## src/rtl/sram_ctrl_pkg.sv

```systemverilog
`timescale 1ns/1ps
package sram_ctrl_pkg;

  typedef enum logic [2:0] {
    ST_WAKE,
    ST_IDLE,
    ST_WR,
    ST_WREND,
    ST_RD,
    ST_TURN
  } ctl_state_t;

  // Strobes in active-high form; the datapath registers and inverts them.
  typedef struct packed {
    logic sel;
    logic wr;
    logic rd;
    logic drive;
  } strobe_t;

  typedef struct packed {
    strobe_t nextStb;
    logic    load;
    logic    capture;
  } ctl_t;

endpackage

```

## src/rtl/sram_ctrl_fsm.sv

```systemverilog
`timescale 1ns/1ps
module sram_ctrl_fsm
  import sram_ctrl_pkg::*;
#(
  parameter int WAKE_CYCLES = 10000,
  parameter int WE_CYCLES   = 2,
  parameter int RD_CYCLES   = 2
) (
  input  logic clk,
  input  logic rstN,
  input  logic reqValid,
  input  logic reqWrite,
  output logic reqReady,
  output logic rspValid,
  output ctl_t ctl
);

  localparam int MAX_STEP = (WE_CYCLES > RD_CYCLES) ? WE_CYCLES : RD_CYCLES;
  localparam int STEP_W   = $clog2(MAX_STEP + 1);
  localparam int WAKE_W   = $clog2(WAKE_CYCLES + 1);
  localparam logic [STEP_W-1:0] WR_LAST   = STEP_W'(WE_CYCLES - 1);
  localparam logic [STEP_W-1:0] RD_LAST   = STEP_W'(RD_CYCLES - 1);
  localparam logic [WAKE_W-1:0] WAKE_LAST = WAKE_W'(WAKE_CYCLES - 1);

  ctl_state_t        state, stateNx;
  logic [STEP_W-1:0] stepCnt, stepNx;
  logic [WAKE_W-1:0] wakeCnt;
  logic              wakeDone;

  assign wakeDone = (wakeCnt == WAKE_LAST);

  always_ff @(posedge clk or negedge rstN) begin
    if (!rstN) begin
      wakeCnt <= '0;
    end else if (state == ST_WAKE && !wakeDone) begin
      wakeCnt <= wakeCnt + 1'b1;
    end
  end

  always_comb begin
    stateNx = state;
    stepNx  = stepCnt;
    unique case (state)
      ST_WAKE:  if (wakeDone) stateNx = ST_IDLE;
      ST_IDLE: begin
        stepNx = '0;
        if (reqValid) stateNx = reqWrite ? ST_WR : ST_RD;
      end
      ST_WR: begin
        if (stepCnt == WR_LAST) stateNx = ST_WREND;
        else stepNx = stepCnt + 1'b1;
      end
      ST_WREND: stateNx = ST_IDLE;
      ST_RD: begin
        if (stepCnt == RD_LAST) stateNx = ST_TURN;
        else stepNx = stepCnt + 1'b1;
      end
      ST_TURN:  stateNx = ST_IDLE;
      default:  stateNx = ST_IDLE;
    endcase
  end

  always_ff @(posedge clk or negedge rstN) begin
    if (!rstN) begin
      state   <= ST_WAKE;
      stepCnt <= '0;
    end else begin
      state   <= stateNx;
      stepCnt <= stepNx;
    end
  end

  // Strobes for the coming cycle are decoded from the next state so the
  // datapath can present them straight from flops.
  always_comb begin
    ctl.nextStb = '0;
    unique case (stateNx)
      ST_WR: begin
        ctl.nextStb.sel   = 1'b1;
        ctl.nextStb.wr    = 1'b1;
        ctl.nextStb.drive = 1'b1;
      end
      ST_WREND: ctl.nextStb.drive = 1'b1;
      ST_RD: begin
        ctl.nextStb.sel = 1'b1;
        ctl.nextStb.rd  = 1'b1;
      end
      default: ctl.nextStb = '0;
    endcase
    ctl.load    = (state == ST_IDLE) && reqValid;
    ctl.capture = (state == ST_RD) && (stepCnt == RD_LAST);
  end

  assign reqReady = (state == ST_IDLE);
  assign rspValid = (state == ST_TURN);

  AST_WAKE_EXIT: assert property (@(posedge clk) disable iff (!rstN)
    (state == ST_WAKE) |=> (state == ST_WAKE || state == ST_IDLE));

  AST_RSP_PULSE: assert property (@(posedge clk) disable iff (!rstN)
    rspValid |=> !rspValid);

  AST_RSP_AFTER_READ: assert property (@(posedge clk) disable iff (!rstN)
    rspValid |-> $past(state) == ST_RD);

  AST_BUSY_NO_READY: assert property (@(posedge clk) disable iff (!rstN)
    (ctl.load) |=> !reqReady);

endmodule

```

## src/rtl/sram_ctrl_dp.sv

```systemverilog
`timescale 1ns/1ps
module sram_ctrl_dp
  import sram_ctrl_pkg::*;
#(
  parameter int ADDR_W = 18,
  parameter int DATA_W = 4
) (
  input  logic              clk,
  input  logic              rstN,
  input  ctl_t              ctl,
  input  logic [ADDR_W-1:0] reqAddr,
  input  logic [DATA_W-1:0] reqWdata,
  output logic [DATA_W-1:0] rspRdata,
  output logic [ADDR_W-1:0] memAddr,
  output logic              memCeN,
  output logic              memWeN,
  output logic              memOeN,
  output logic [DATA_W-1:0] memDqOut,
  output logic              memDqOe,
  input  logic [DATA_W-1:0] memDqIn
);

  strobe_t           stbQ;
  logic [ADDR_W-1:0] addrQ;
  logic [DATA_W-1:0] wdataQ;
  logic [DATA_W-1:0] rdataQ;

  always_ff @(posedge clk or negedge rstN) begin
    if (!rstN) stbQ <= '0;
    else       stbQ <= ctl.nextStb;
  end

  always_ff @(posedge clk or negedge rstN) begin
    if (!rstN) begin
      addrQ  <= '0;
      wdataQ <= '0;
    end else if (ctl.load) begin
      addrQ  <= reqAddr;
      wdataQ <= reqWdata;
    end
  end

  always_ff @(posedge clk or negedge rstN) begin
    if (!rstN)            rdataQ <= '0;
    else if (ctl.capture) rdataQ <= memDqIn;
  end

  assign memAddr  = addrQ;
  assign memCeN   = ~stbQ.sel;
  assign memWeN   = ~stbQ.wr;
  assign memOeN   = ~stbQ.rd;
  assign memDqOut = wdataQ;
  assign memDqOe  = stbQ.drive;
  assign rspRdata = rdataQ;

  AST_NO_CONTENTION: assert property (@(posedge clk) disable iff (!rstN)
    memDqOe |-> memOeN);

  AST_DRIVE_AFTER_TURN: assert property (@(posedge clk) disable iff (!rstN)
    $rose(memDqOe) |-> $past(memOeN));

  AST_ADDR_STABLE: assert property (@(posedge clk) disable iff (!rstN)
    (!memCeN && $past(!memCeN)) |-> $stable(memAddr));

  AST_WE_INSIDE_CE: assert property (@(posedge clk) disable iff (!rstN)
    !memWeN |-> !memCeN);

  AST_DATA_HELD_AT_END: assert property (@(posedge clk) disable iff (!rstN)
    $rose(memWeN) |-> (memDqOe && $stable(memDqOut)));

endmodule

```

## src/rtl/async_sram_ctrl.sv

```systemverilog
`timescale 1ns/1ps
module async_sram_ctrl #(
  parameter int WAKE_CYCLES = 10000,
  parameter int WE_CYCLES   = 2,
  parameter int RD_CYCLES   = 2,
  parameter int ADDR_W      = 18,
  parameter int DATA_W      = 4
) (
  input  logic              clk,
  input  logic              rstN,
  input  logic              reqValid,
  output logic              reqReady,
  input  logic              reqWrite,
  input  logic [ADDR_W-1:0] reqAddr,
  input  logic [DATA_W-1:0] reqWdata,
  output logic              rspValid,
  output logic [DATA_W-1:0] rspRdata,
  output logic [ADDR_W-1:0] memAddr,
  output logic              memCeN,
  output logic              memWeN,
  output logic              memOeN,
  output logic [DATA_W-1:0] memDqOut,
  output logic              memDqOe,
  input  logic [DATA_W-1:0] memDqIn
);

  sram_ctrl_pkg::ctl_t ctl;

  sram_ctrl_fsm #(
    .WAKE_CYCLES(WAKE_CYCLES),
    .WE_CYCLES  (WE_CYCLES),
    .RD_CYCLES  (RD_CYCLES)
  ) uFsm (
    .clk     (clk),
    .rstN    (rstN),
    .reqValid(reqValid),
    .reqWrite(reqWrite),
    .reqReady(reqReady),
    .rspValid(rspValid),
    .ctl     (ctl)
  );

  sram_ctrl_dp #(
    .ADDR_W(ADDR_W),
    .DATA_W(DATA_W)
  ) uDp (
    .clk     (clk),
    .rstN    (rstN),
    .ctl     (ctl),
    .reqAddr (reqAddr),
    .reqWdata(reqWdata),
    .rspRdata(rspRdata),
    .memAddr (memAddr),
    .memCeN  (memCeN),
    .memWeN  (memWeN),
    .memOeN  (memOeN),
    .memDqOut(memDqOut),
    .memDqOe (memDqOe),
    .memDqIn (memDqIn)
  );

endmodule

```

## config.mk

```make
export PLATFORM = sky130hd
export DESIGN_NAME = async_sram_ctrl
export DESIGN_NICKNAME = d
export VERILOG_FILES = /design/src/rtl/sram_ctrl_pkg.sv /design/src/rtl/sram_ctrl_fsm.sv /design/src/rtl/sram_ctrl_dp.sv /design/src/rtl/async_sram_ctrl.sv
export SDC_FILE = /design/constraint.sdc
export NUM_CORES = 1
export LEC_CHECK = 0
export BUFFER_PORTS_ARGS = -buffer_cell sky130_fd_sc_hd__buf_2
export CAP_MARGIN = 20
export CORE_MARGIN = 2
export CORE_UTILIZATION = 31
export DETAILED_ROUTE_END_ITERATION = 12
export HOLD_SLACK_MARGIN = 0.08
export PLACE_DENSITY = 0.62
export SYNTH_ARGS = -nofsm -noshare
export SYNTH_HDL_FRONTEND = slang
export SYNTH_SLANG_ARGS = --single-unit
```

## constraint.sdc

```tcl
create_clock -name clk -period 2.9 [get_ports clk]
set_clock_uncertainty 0.2 [all_clocks]
set_input_delay 0.145 -clock clk [delete_from_list [all_inputs] [get_ports clk]]
set_output_delay 0.145 -clock clk [all_outputs]
set_load 0.02 [all_outputs]
```

==> flow_metrics.env, run 1 <==
export IMPL_via_per_inst=4.53
export IMPL_grt_use_total_pct=11.3
export IMPL_synthToLayoutAreaGrowth_pct=38.5
export IMPL_synthesis_nets=194
export IMPL_cp_top_family="flip-flops"
export IMPL_max_clock_freq_mhz=498
export IMPL_num_nets_final=286
export IMPL_cts_hold_buf=28
export IMPL_netSwitchingFraction_pct=35.6
export IMPL_drt_iter0_markers=56
export IMPL_crit_chain="nor3b_2 > and2_1 > buf_4 > mux2_2"
export IMPL_intPower_w=0.00175
export IMPL_drtPass1Iterations=4
export IMPL_avgSynthCellArea_sq_um=13.0
export IMPL_final_seq_area_sq_um=1230
export IMPL_netlist_area_sq_um=2110
export IMPL_hold_class="input port to register"
export IMPL_finalHoldViolations=0
export IMPL_arrival_ns=1.99
export IMPL_synth_compound_area_share_pct=3.61
export IMPL_crit_path_max_incr_delay_ns=0.61
export IMPL_cap_violations=0
export IMPL_start_util_pct=31.6
export IMPL_rsz0062_at_grt="false"
export IMPL_tns_ns=0
export IMPL_critPathKind="register to register"
export IMPL_yosys_warnings=0
export IMPL_core_area_sq_um=6680
export IMPL_drive_above_1_share_pct=32.2
export IMPL_max_vdd_ir_drop_mv=0.217
export IMPL_cts_sinks=49
export IMPL_finalMaxSlewViolations=0
export IMPL_clk_path_buf_depth=2
export IMPL_p_sw_w=0.000966
export IMPL_p_seq_share_pct=41.8
export IMPL_syn_inst=162
export IMPL_status="completed"
export IMPL_path_max_fanout=22
export IMPL_post_cts_resized=0
export IMPL_synthXorXnorAreaFrac_pct=5.80
export IMPL_synth_mux_area_share_pct=14.4
export IMPL_crit_slowest_cell="dfrtp_1"
export IMPL_synth_fa_ha_area_share_pct=1.18
export IMPL_tritoncts="yes"
export IMPL_place_inst=299
export IMPL_power_leakage_nw=1.43
export IMPL_cp_required_ns=2.89
export IMPL_setup_viol=0
export IMPL_max_slew_margin_pct=63.9
export IMPL_power_density_nw_per_um2=928
export IMPL_vias=1516
export IMPL_pwr_share_comb_pct=37.3
export IMPL_wire_per_inst_microns=12.2
export IMPL_synthSimpleGateAreaFrac_pct=14.0
export IMPL_clkTransAtPathRegs_ns=0.09
export IMPL_stdcell_count=335
export IMPL_die_w_microns=86.6
export IMPL_htreeDepth=2
export IMPL_yosysUniqueCellTypes=35
export IMPL_io_pins=62
export IMPL_rows=30
export IMPL_critPathLaunchType="register"
export IMPL_cts_made_buffers=5
export IMPL_endpoint_kind="register"
export IMPL_routabilityCongestion=0.686
export IMPL_clk_latency_ns=0.30
export IMPL_grt_max_degree=27
export IMPL_crit_buf_inv=1
export IMPL_ys_ff_latch=49
export IMPL_seq_area_frac_synth_pct=58.0
export IMPL_finalPower_w=0.00272
export IMPL_die_area_sq_um=7490
export IMPL_die_h_microns=86.6
export IMPL_drc_errors=0
export IMPL_postRouteAntennaNets=0
export IMPL_multi_input_area_sq_um=823
export IMPL_synth_top_family_by_area="multiplexers"
export IMPL_port_buffer_count=61
export IMPL_post_route_period_util_pct=69.2
export IMPL_wirelength_mm=4.09
export IMPL_root_buffer="clkbuf_8"
export IMPL_clkPwrFrac_pct=20.9
export IMPL_grt_first_pass_wirelength_mm=6.57
export IMPL_antenna_found_initial=0
export IMPL_dp_hpwl_mm=2.79
export IMPL_worstMarginPinSlew_ns=0.542
export IMPL_final_util_pct=43.8
export IMPL_overflow=0
export IMPL_grt_pass1_vias=1449
export IMPL_fin_crit_ns=2.01
export IMPL_post_cts_buffers=0
export IMPL_nFillCells=615
export IMPL_diodes=0
==> tightest hold or removal path, delay by kind of cell <==
| family | cells | cell delay (ns) |
|---|---|---|
| AO/OA/AOI/OAI | 1 | 0.15 |
| buffers and inverters | 2 | 0.14 |
| AND/OR/NAND/NOR | 2 | 0.11 |
==> flip-flops by register name (all words and copies together), names as in the netlist <==
name and cells:
uFsm.wakeCnt 14, uDp.memDqOut 4, uDp.rspRdata 4, uFsm.stepCnt 2, uFsm.state 3, uDp.memAddr 18
uDp.stbQ 3, uDp.memDqOe 1
==> cells in the final DEF, fill, tap and decap left out, drive strengths merged, types with 2 or more instances in the layout <==
| master | instances |
|---|---|
| xnor2 | 10 |
| nor2 | 6 |
| and4 | 2 |
| and2 | 2 |
| a21o | 2 |
| dlygate4sd3 | 28 |
| nand2b | 2 |
| bufinv | 2 |
| nor3b | 2 |
| inv | 8 |
| nor4b | 2 |
| xor2 | 4 |
| nand4 | 2 |
| nand3 | 10 |
| o32ai | 2 |
| and3 | 4 |
| ha | 2 |
| a21oi | 4 |
| buf | 63 |
| mux2 | 27 |
| nand2 | 5 |
| clkbuf | 5 |
| dfrtp | 49 |
==> routing by layer <==
layer	part of all wire [%]	track usage [%]	wire [microns]
met4	1.3	4.69	52
met2	46	18.5	1870
met5	0	0	0
met3	7.4	3.52	304
met1	46	13.8	1860
==> logic make-up after synthesis <==
| kind of cell | Yosys count |
|---|---|
| DFF | 49 |
| and+or+nand+nor | 45 |
| muxes | 27 |
| xor gates and xnor gates | 14 |
| buffers and inverters | 14 |
| AOI/OAI and AO/OA | 11 |
| adders and majority gates | 2 |
==> cells in the mapped netlist <==
library cell	count	area, sq um
a211oi_1	1	7.51
a21o_1	2	15.0
a21oi_1	4	20.0
and2_1	2	12.5
and3_1	4	25.0
and3b_1	1	8.76
and4_1	2	17.5
and4bb_1	1	12.5
buf_2	3	15.0
buf_4	2	15.0
clkbuf_1	1	3.75
dfrtp_1	49	1230
ha_1	2	25.0
inv_1	8	30.0
mux2_1	20	225
mux2_2	7	78.8
nand2_1	5	18.8
nand2b_1	2	12.5
nand3_1	10	50.1
nand3b_1	1	7.51
nand4_1	2	12.5
nand4b_1	1	8.76
nor2_1	6	22.5
nor2b_1	1	6.26
nor3_2	1	10.0
nor3b_1	1	7.51
nor3b_2	1	12.5
nor4_4	1	21.3
nor4b_1	2	17.5
o21bai_1	1	7.51
o221ai_1	1	8.76
o32ai_1	2	17.5
or3_4	1	11.3
xnor2_1	10	87.6
xor2_1	4	35.0
==> stage by stage <==
| stage | hold slack (ns) | area, sq um | setup slack [ns] |
|---|---|---|---|
| after floorplan | -0.351 | 2110 | 0.988 |
| after global placement | 0.165 | 2490 | 0.942 |
| after detailed placement | -0.0273 | 2510 | 0.900 |
| after CTS | 0.0815 | 2930 | 0.882 |
| after global routing | 0.124 | 2930 | 0.725 |
| final | 0.0840 | 2930 | 0.894 |
==> path summary, 6_finish.rpt <==
path | slack [ns] | cells after the start | startpoint | endpoint
max | 0.89 | 4 | uFsm.state[0] | uDp.memAddr[0]
min | 0.08 | 5 | reqWrite | uFsm.state[2]
max reg2reg | 0.89 | 4 | uFsm.state[0] | uDp.memAddr[0]
min reg2reg | 0.28 | 1 | uFsm.wakeCnt[13] | uFsm.wakeCnt[13]
max in group asynchronous | 1.82 | 3 | rstN | uDp.memAddr[1]
min in group asynchronous | 0.16 | 2 | rstN | uFsm.wakeCnt[11]
==> power by group through the flow <==
stage	Sequential [W]	Combinational, W	Clock (W)
floorplan	0.00134	0.000477	0
global placement	0.00114	0.000974	0
detailed placement	0.00115	0.000998	0
CTS	0.00113	0.00103	0.000586
global route	0.00118	0.00112	0.000614
finish	0.00114	0.00101	0.000566
==> final cells by class <==
cell class / instances / area share [%]
Timing Repair Buffer: 91 / 20.9
Sequential cell: 49 / 41.9
Clock inverter: 3 / 2.22
Clock buffer: 5 / 2.35
Inverter: 8 / 1.03
Tap cell: 80 / 3.42
Multi-Input combinational cell: 99 / 28.1
Power figures use the tool's default switching activity.
==> run 2, diff against run 1 <==
==> constraint.sdc (replaced) <==
create_clock -name clk -period 2.1 [get_ports clk]
set_clock_uncertainty 0.2 [all_clocks]
set_input_delay 0.105 -clock clk [delete_from_list [all_inputs] [get_ports clk]]
set_output_delay 0.105 -clock clk [all_outputs]
set_load 0.02 [all_outputs]
==> run 2 against run 1 <==
Net effect:
- final cell count grew 1.8%
- critical path depth grew 2
- global-route usage grew 1.1 points
- fmax grew 1.1%
- design area grew 1.3%
- combinational power grew 46%
- core utilization grew 0.56 points
- die area is the same
- clock power grew 23%
==> flow_metrics.env, run 2 (same netlist as run 1, synthesis figures left out) <==
export IMPL_status="completed"
export IMPL_drtPass1Iterations=4
export IMPL_root_buffer="clkbuf_8"
export IMPL_cap_violations=0
export IMPL_rows=30
export IMPL_p_seq_share_pct=41.7
export IMPL_drt_iter0_markers=83
export IMPL_hold_class="input port to register"
export IMPL_reg2reg_from="uFsm.state[2]"
export IMPL_final_seq_area_sq_um=1230
export IMPL_grt_pass1_vias=1615
export IMPL_vias=1551
export IMPL_clk_latency_ns=0.30
export IMPL_crit_path_max_incr_delay_ns=0.56
export IMPL_stdcell_count=341
export IMPL_crit_chain="buf_4 > nor2_1 > nand3_1 > dlygate4sd3_1 > a21o_1 > a21oi_1"
export IMPL_io_pins=62
export IMPL_setup_viol=0
export IMPL_grt_use_total_pct=12.4
export IMPL_dp_hpwl_mm=2.89
export IMPL_power_leakage_nw=1.44
export IMPL_max_slew_margin_pct=56.8
export IMPL_start_util_pct=31.6
export IMPL_post_route_period_util_pct=94.5
export IMPL_tns_ns=0
export IMPL_rsz0062_at_grt="false"
export IMPL_clkTransAtPathRegs_ns=0.09
export IMPL_critPathKind="register to register"
export IMPL_hold_start="reqValid"
export IMPL_cp_required_ns=2.13
export IMPL_postRouteAntennaNets=0
export IMPL_reg2reg_depth=6
export IMPL_multi_input_area_sq_um=823
export IMPL_tritoncts="yes"
export IMPL_critPathLaunchType="register"
export IMPL_largest_reg_flops=18
export IMPL_die_h_microns=86.6
export IMPL_grt_max_degree=23
export IMPL_routabilityCongestion=0.753
export IMPL_synthToLayoutAreaGrowth_pct=40.3
export IMPL_wirelength_mm=4.37
export IMPL_netSwitchingFraction_pct=36.5
export IMPL_intPower_w=0.00236
export IMPL_endpoint_kind="register"
export IMPL_nFillCells=624
export IMPL_final_cell_mix="buf_2 (61), dfrtp_1 (48), dlygate4sd3_1 (30), mux2_1 (20)"
export IMPL_port_buffer_count=61
export IMPL_wire_per_inst_microns=12.8
export IMPL_max_vdd_ir_drop_mv=0.448
export IMPL_layout_commonest_cell="buf_2"
export IMPL_cts_sinks=49
export IMPL_clk_path_buf_depth=2
export IMPL_finalMaxSlewViolations=0
export IMPL_finalHoldViolations=0
export IMPL_die_w_microns=86.6
export IMPL_antenna_found_initial=0
export IMPL_worstHoldEndpoint="uFsm.state[1]"
export IMPL_die_area_sq_um=7490
export IMPL_clkPwrFrac_pct=18.8
export IMPL_arrival_ns=2.01
export IMPL_num_nets_final=292
export IMPL_r2r_slack_ns=0.11
export IMPL_fin_crit_ns=1.99
export IMPL_cts_made_buffers=5
export IMPL_max_clock_freq_mhz=504
export IMPL_crit_slowest_cell="dlygate4sd3_1"
export IMPL_p_sw_w=0.00135
export IMPL_drc_errors=0
export IMPL_path_max_fanout=9
export IMPL_diodes=0
export IMPL_grt_first_pass_wirelength_mm=7.25
export IMPL_r2r_end="uDp.stbQ[3]"
export IMPL_pwr_share_comb_pct=39.5
export IMPL_via_per_inst=4.55
export IMPL_core_area_sq_um=6680
export IMPL_hold_depth=4
export IMPL_power_density_nw_per_um2=1250
export IMPL_drive_above_1_share_pct=33.3
export IMPL_worstMarginPinSlew_ns=0.646
export IMPL_htreeDepth=2
export IMPL_place_inst=303
export IMPL_overflow=0
run 2: cell count changes in the layout (fill, tap and decap cells not counted), sizes merged:
| cell | delta |
|---|---|
| dlygate4sd3 | +2 |
| clkbuf | +1 |
| bufinv | -1 |
| buf | +4 |
| clkinvlp | +1 |
| clkinv | -1 |
run 2: final cells by class:
class | count | share of cell area, %
Inverter | 8 | 1.01
Clock buffer | 6 | 2.79
Tap cell | 80 | 3.38
Sequential cell | 49 | 41.4
Timing Repair Buffer | 97 | 22.4
Clock inverter | 2 | 1.27
Multi-Input combinational cell | 99 | 27.8
run 2: power by group through the flow:
stage,Sequential (W),Clock [W],Combinational (W)
CTS,0.00154,0.000726,0.00148
floorplan,0.00185,0,0.000658
global route,0.00160,0.000771,0.00161
detailed placement,0.00157,0,0.00143
finish,0.00155,0.000699,0.00147
global placement,0.00156,0,0.00140
run 2: worst max path at each step:
stage / from / endpoint / slack [ns] / cells past startpoint
6_report: uFsm.state[2] / uDp.stbQ[3] / 0.11 / 6
5_1_grt: uFsm.wakeCnt[5] / uFsm.wakeCnt[1] / 0.01 / 4
4_1_cts: uFsm.state[2] / uDp.stbQ[3] / 0.11 / 6
3_5_place_dp: uFsm.wakeCnt[4] / uFsm.wakeCnt[1] / 0.23 / 4
3_3_place_gp: uFsm.wakeCnt[4] / uFsm.wakeCnt[1] / 0.22 / 4
2_1_floorplan: uFsm.state[1] / uDp.memAddr[10] / 0.19 / 5
run 2: layer usage:
metal / vias up / GRT usage, % / share of wire, %
li1: 758 / - / -
met1: 746 / 14.4 / 44
met2: 42 / 22.0 / 50
met3: 5 / 4.00 / 5.2
met4: 0 / 3.41 / 1.1
met5: - / 0 / 0
run 2: stage by stage:
stage	hold slack [ns]	area [sq um]	setup slack (ns)	total power [W]	utilization, %
final	0.103	2960	0.115	0.00371	44.4
after global routing	0.120	2960	0.0123	0.00398	44.4
after CTS	0.0872	2960	0.115	0.00375	44.3
after detailed placement	-0.148	2540	0.226	0.00299	38.1
after global placement	-0.156	2540	0.219	0.00295	38.1
after floorplan	-0.391	2110	0.188	0.00251	-
run 2: critical path: cells and delay by family, from the launching register on:
family	cells	cell delay (ns)
buffers and inverters	2	0.74
flip-flops	1	0.46
AO/OA/AOI/OAI	2	0.35
AND/OR/NAND/NOR	2	0.16
run 2: what timing repair did:
item,in CTS,in global routing
buffers inserted,0,0
hold buffers,30,0
gates resized for setup,0,1
setup endpoints to repair,0,1
endpoints found under the hold margin,81,0
==> run 3, diff against run 2 <==
--- a/config.mk
+++ b/config.mk
@@ -9,6 +9,7 @@
 export CAP_MARGIN = 20
 export CORE_MARGIN = 2
 export CORE_UTILIZATION = 31
+export CTS_CLUSTER_DIAMETER = 60
 export DETAILED_ROUTE_END_ITERATION = 12
 export HOLD_SLACK_MARGIN = 0.08
 export PLACE_DENSITY = 0.62
==> constraint.sdc (replaced) <==
create_clock -name clk -period 2.18 [get_ports clk]
set_clock_uncertainty 0.2 [all_clocks]
set_input_delay 0.109 -clock clk [delete_from_list [all_inputs] [get_ports clk]]
set_output_delay 0.109 -clock clk [all_outputs]
set_load 0.02 [all_outputs]
==> run 3 against run 2 <==
Net effect:
- sequential cell count stayed put
- count of clock-buffer cells in the layout is 1 higher
- fmax is 0.25% lower
- via count is 3.5% lower
- wire length is 9.5% lower
- hold slack better by 0.012 ns
- die area stayed put
- register-to-register slack better by 0.08 ns
- combinational power is 5% lower
- global-route usage is 0.86 points lower
- total power is 8.9% lower
- worst setup slack better by 0.075 ns
- largest cell class unchanged
==> flow_metrics.env, run 3 (same netlist as run 1, synthesis figures left out) <==
export IMPL_synthToLayoutAreaGrowth_pct=38.2
export IMPL_reg2reg_from="uFsm.state[2]"
export IMPL_wirelength_mm=3.96
export IMPL_startpoint="uFsm.state[2]"
export IMPL_crit_chain="buf_4 > nor2_1 > nand3_1 > dlygate4sd3_1 > a21o_1 > a21oi_1"
export IMPL_reg2reg_depth=6
export IMPL_place_inst=302
export IMPL_r2r_slack_ns=0.19
export IMPL_wire_per_inst_microns=11.7
export IMPL_hold_start="reqValid"
export IMPL_io_pins=62
export IMPL_post_route_period_util_pct=91.3
export IMPL_status="completed"
export IMPL_dp_hpwl_mm=2.78
export IMPL_postRouteAntennaNets=0
export IMPL_critPathLaunchType="register"
export IMPL_hold_depth=3
export IMPL_largest_reg_flops=18
export IMPL_layout_commonest_cell="buf_2"
export IMPL_r2r_end="uDp.stbQ[3]"
export IMPL_crit_path_max_incr_delay_ns=0.55
export IMPL_clk_latency_ns=0.29
export IMPL_drc_errors=0
export IMPL_clkTransAtPathRegs_ns=0.08
export IMPL_finalPower_w=0.00338
export IMPL_worstMarginPinSlew_ns=0.539
export IMPL_cts_made_buffers=5
export IMPL_overflow=0
export IMPL_dr_wl_met3_microns=285
export IMPL_start_util_pct=31.6
export IMPL_power_density_nw_per_um2=1160
export IMPL_setup_viol=0
export IMPL_tns_ns=0
export IMPL_stdcell_count=339
export IMPL_antenna_found_initial=0
export IMPL_htreeDepth=2
export IMPL_vias=1497
export IMPL_postLayoutSetupSlackWorst_ns=0.190
export IMPL_tritoncts="yes"
export IMPL_fin_crit_ns=1.99
export IMPL_arrival_ns=2.01
export IMPL_power_leakage_nw=1.42
export IMPL_grt_first_pass_wirelength_mm=6.78
export IMPL_clk_path_buf_depth=2
export IMPL_met2_wirelength_mm=1.76
export IMPL_via_per_inst=4.42
export IMPL_cts_sinks=49
export IMPL_finalHoldViolations=0
export IMPL_finalMaxSlewViolations=0
export IMPL_final_cell_mix="buf_2 (61), dfrtp_1 (49), dlygate4sd3_1 (29), mux2_1 (20)"
export IMPL_cp_required_ns=2.20
export IMPL_dp_slack_ns=0.297
export IMPL_post_cts_resized=0
export IMPL_drtPass1Iterations=4
export IMPL_routabilityCongestion=0.760
export IMPL_diodes=0
export IMPL_drt_iter0_markers=57
export IMPL_core_area_sq_um=6680
export IMPL_worstHoldEndpoint="uDp.stbQ[2]"
export IMPL_top_layer="met4"
export IMPL_cap_violations=0
export IMPL_die_h_microns=86.6
export IMPL_drive_above_1_share_pct=32.0
export IMPL_grt_use_total_pct=11.5
export IMPL_port_buffer_count=61
export IMPL_max_vdd_ir_drop_mv=0.333
export IMPL_max_clock_freq_mhz=503
export IMPL_num_nets_final=290
export IMPL_rows=30
export IMPL_grt_max_degree=29
export IMPL_m1WireLength_mm=1.84
export IMPL_die_area_sq_um=7490
export IMPL_die_w_microns=86.6
export IMPL_crit_slowest_cell="dlygate4sd3_1"
export IMPL_final_util_pct=43.7
export IMPL_rsz0062_at_grt="false"
export IMPL_endpoint_kind="register"
export IMPL_critPathKind="register to register"
export IMPL_grt_pass1_vias=1488
export IMPL_root_buffer="clkbuf_8"
export IMPL_hold_class="input port to register"
export IMPL_max_slew_margin_pct=64.1
export IMPL_path_max_fanout=9
[run 3: area by class of cell]
class / count / area, sq um
fillers: 603 / 3760
repair buffers: 95 / 658
clock inverters: 1 / 7.51
inverters: 8 / 30.0
well taps: 80 / 100
clock buffers: 7 / 76.3
multi-input cells: 99 / 823
flip-flops and latches: 49 / 1230
[run 3: per-stage QoR]
stage	hold WS, ns	cell area (sq um)
floorplan	-0.387	2110
global placement	-0.0713	2550
detailed placement	-0.0664	2550
CTS	0.0913	2920
global route	0.127	2920
finish	0.115	2920
[run 3: per-layer routing]
layer / track usage (%) / up-vias
met2: 18.2 / 46
met4: 4.69 / 0
met3: 3.62 / 6
met1: 14.8 / 687
met5: 0 / -
li1: - / 758
[run 3: worst max-delay path by stage]
stage | to | depth (start not counted)
detailed placement | uFsm.wakeCnt[1] | 4
global route | uDp.stbQ[3] | 6
CTS | uDp.stbQ[3] | 6
finish | uDp.stbQ[3] | 6
global placement | uFsm.wakeCnt[1] | 4
floorplan | uDp.memAddr[10] | 5
[run 3: repair_timing]
item	4_1_cts	5_1_grt
buffers inserted	0	0
endpoints found under the hold margin	81	0
hold buffers	29	0
[run 3: critical path: cells and delay by family, from the launching register on]
kind                   cells  cell delay, ns
AOI/OAI and AO/OA          2            0.35
DFF                        1            0.46
and+or+nand+nor            2            0.15
buffers and inverters      2            0.75
[run 3: report_power, final]
group	total [W]	switching [W]	internal, W
sequential	0.00148	0.000211	0.00127
combinational	0.00140	0.000768	0.000629
clock	0.000505	0.000278	0.000227
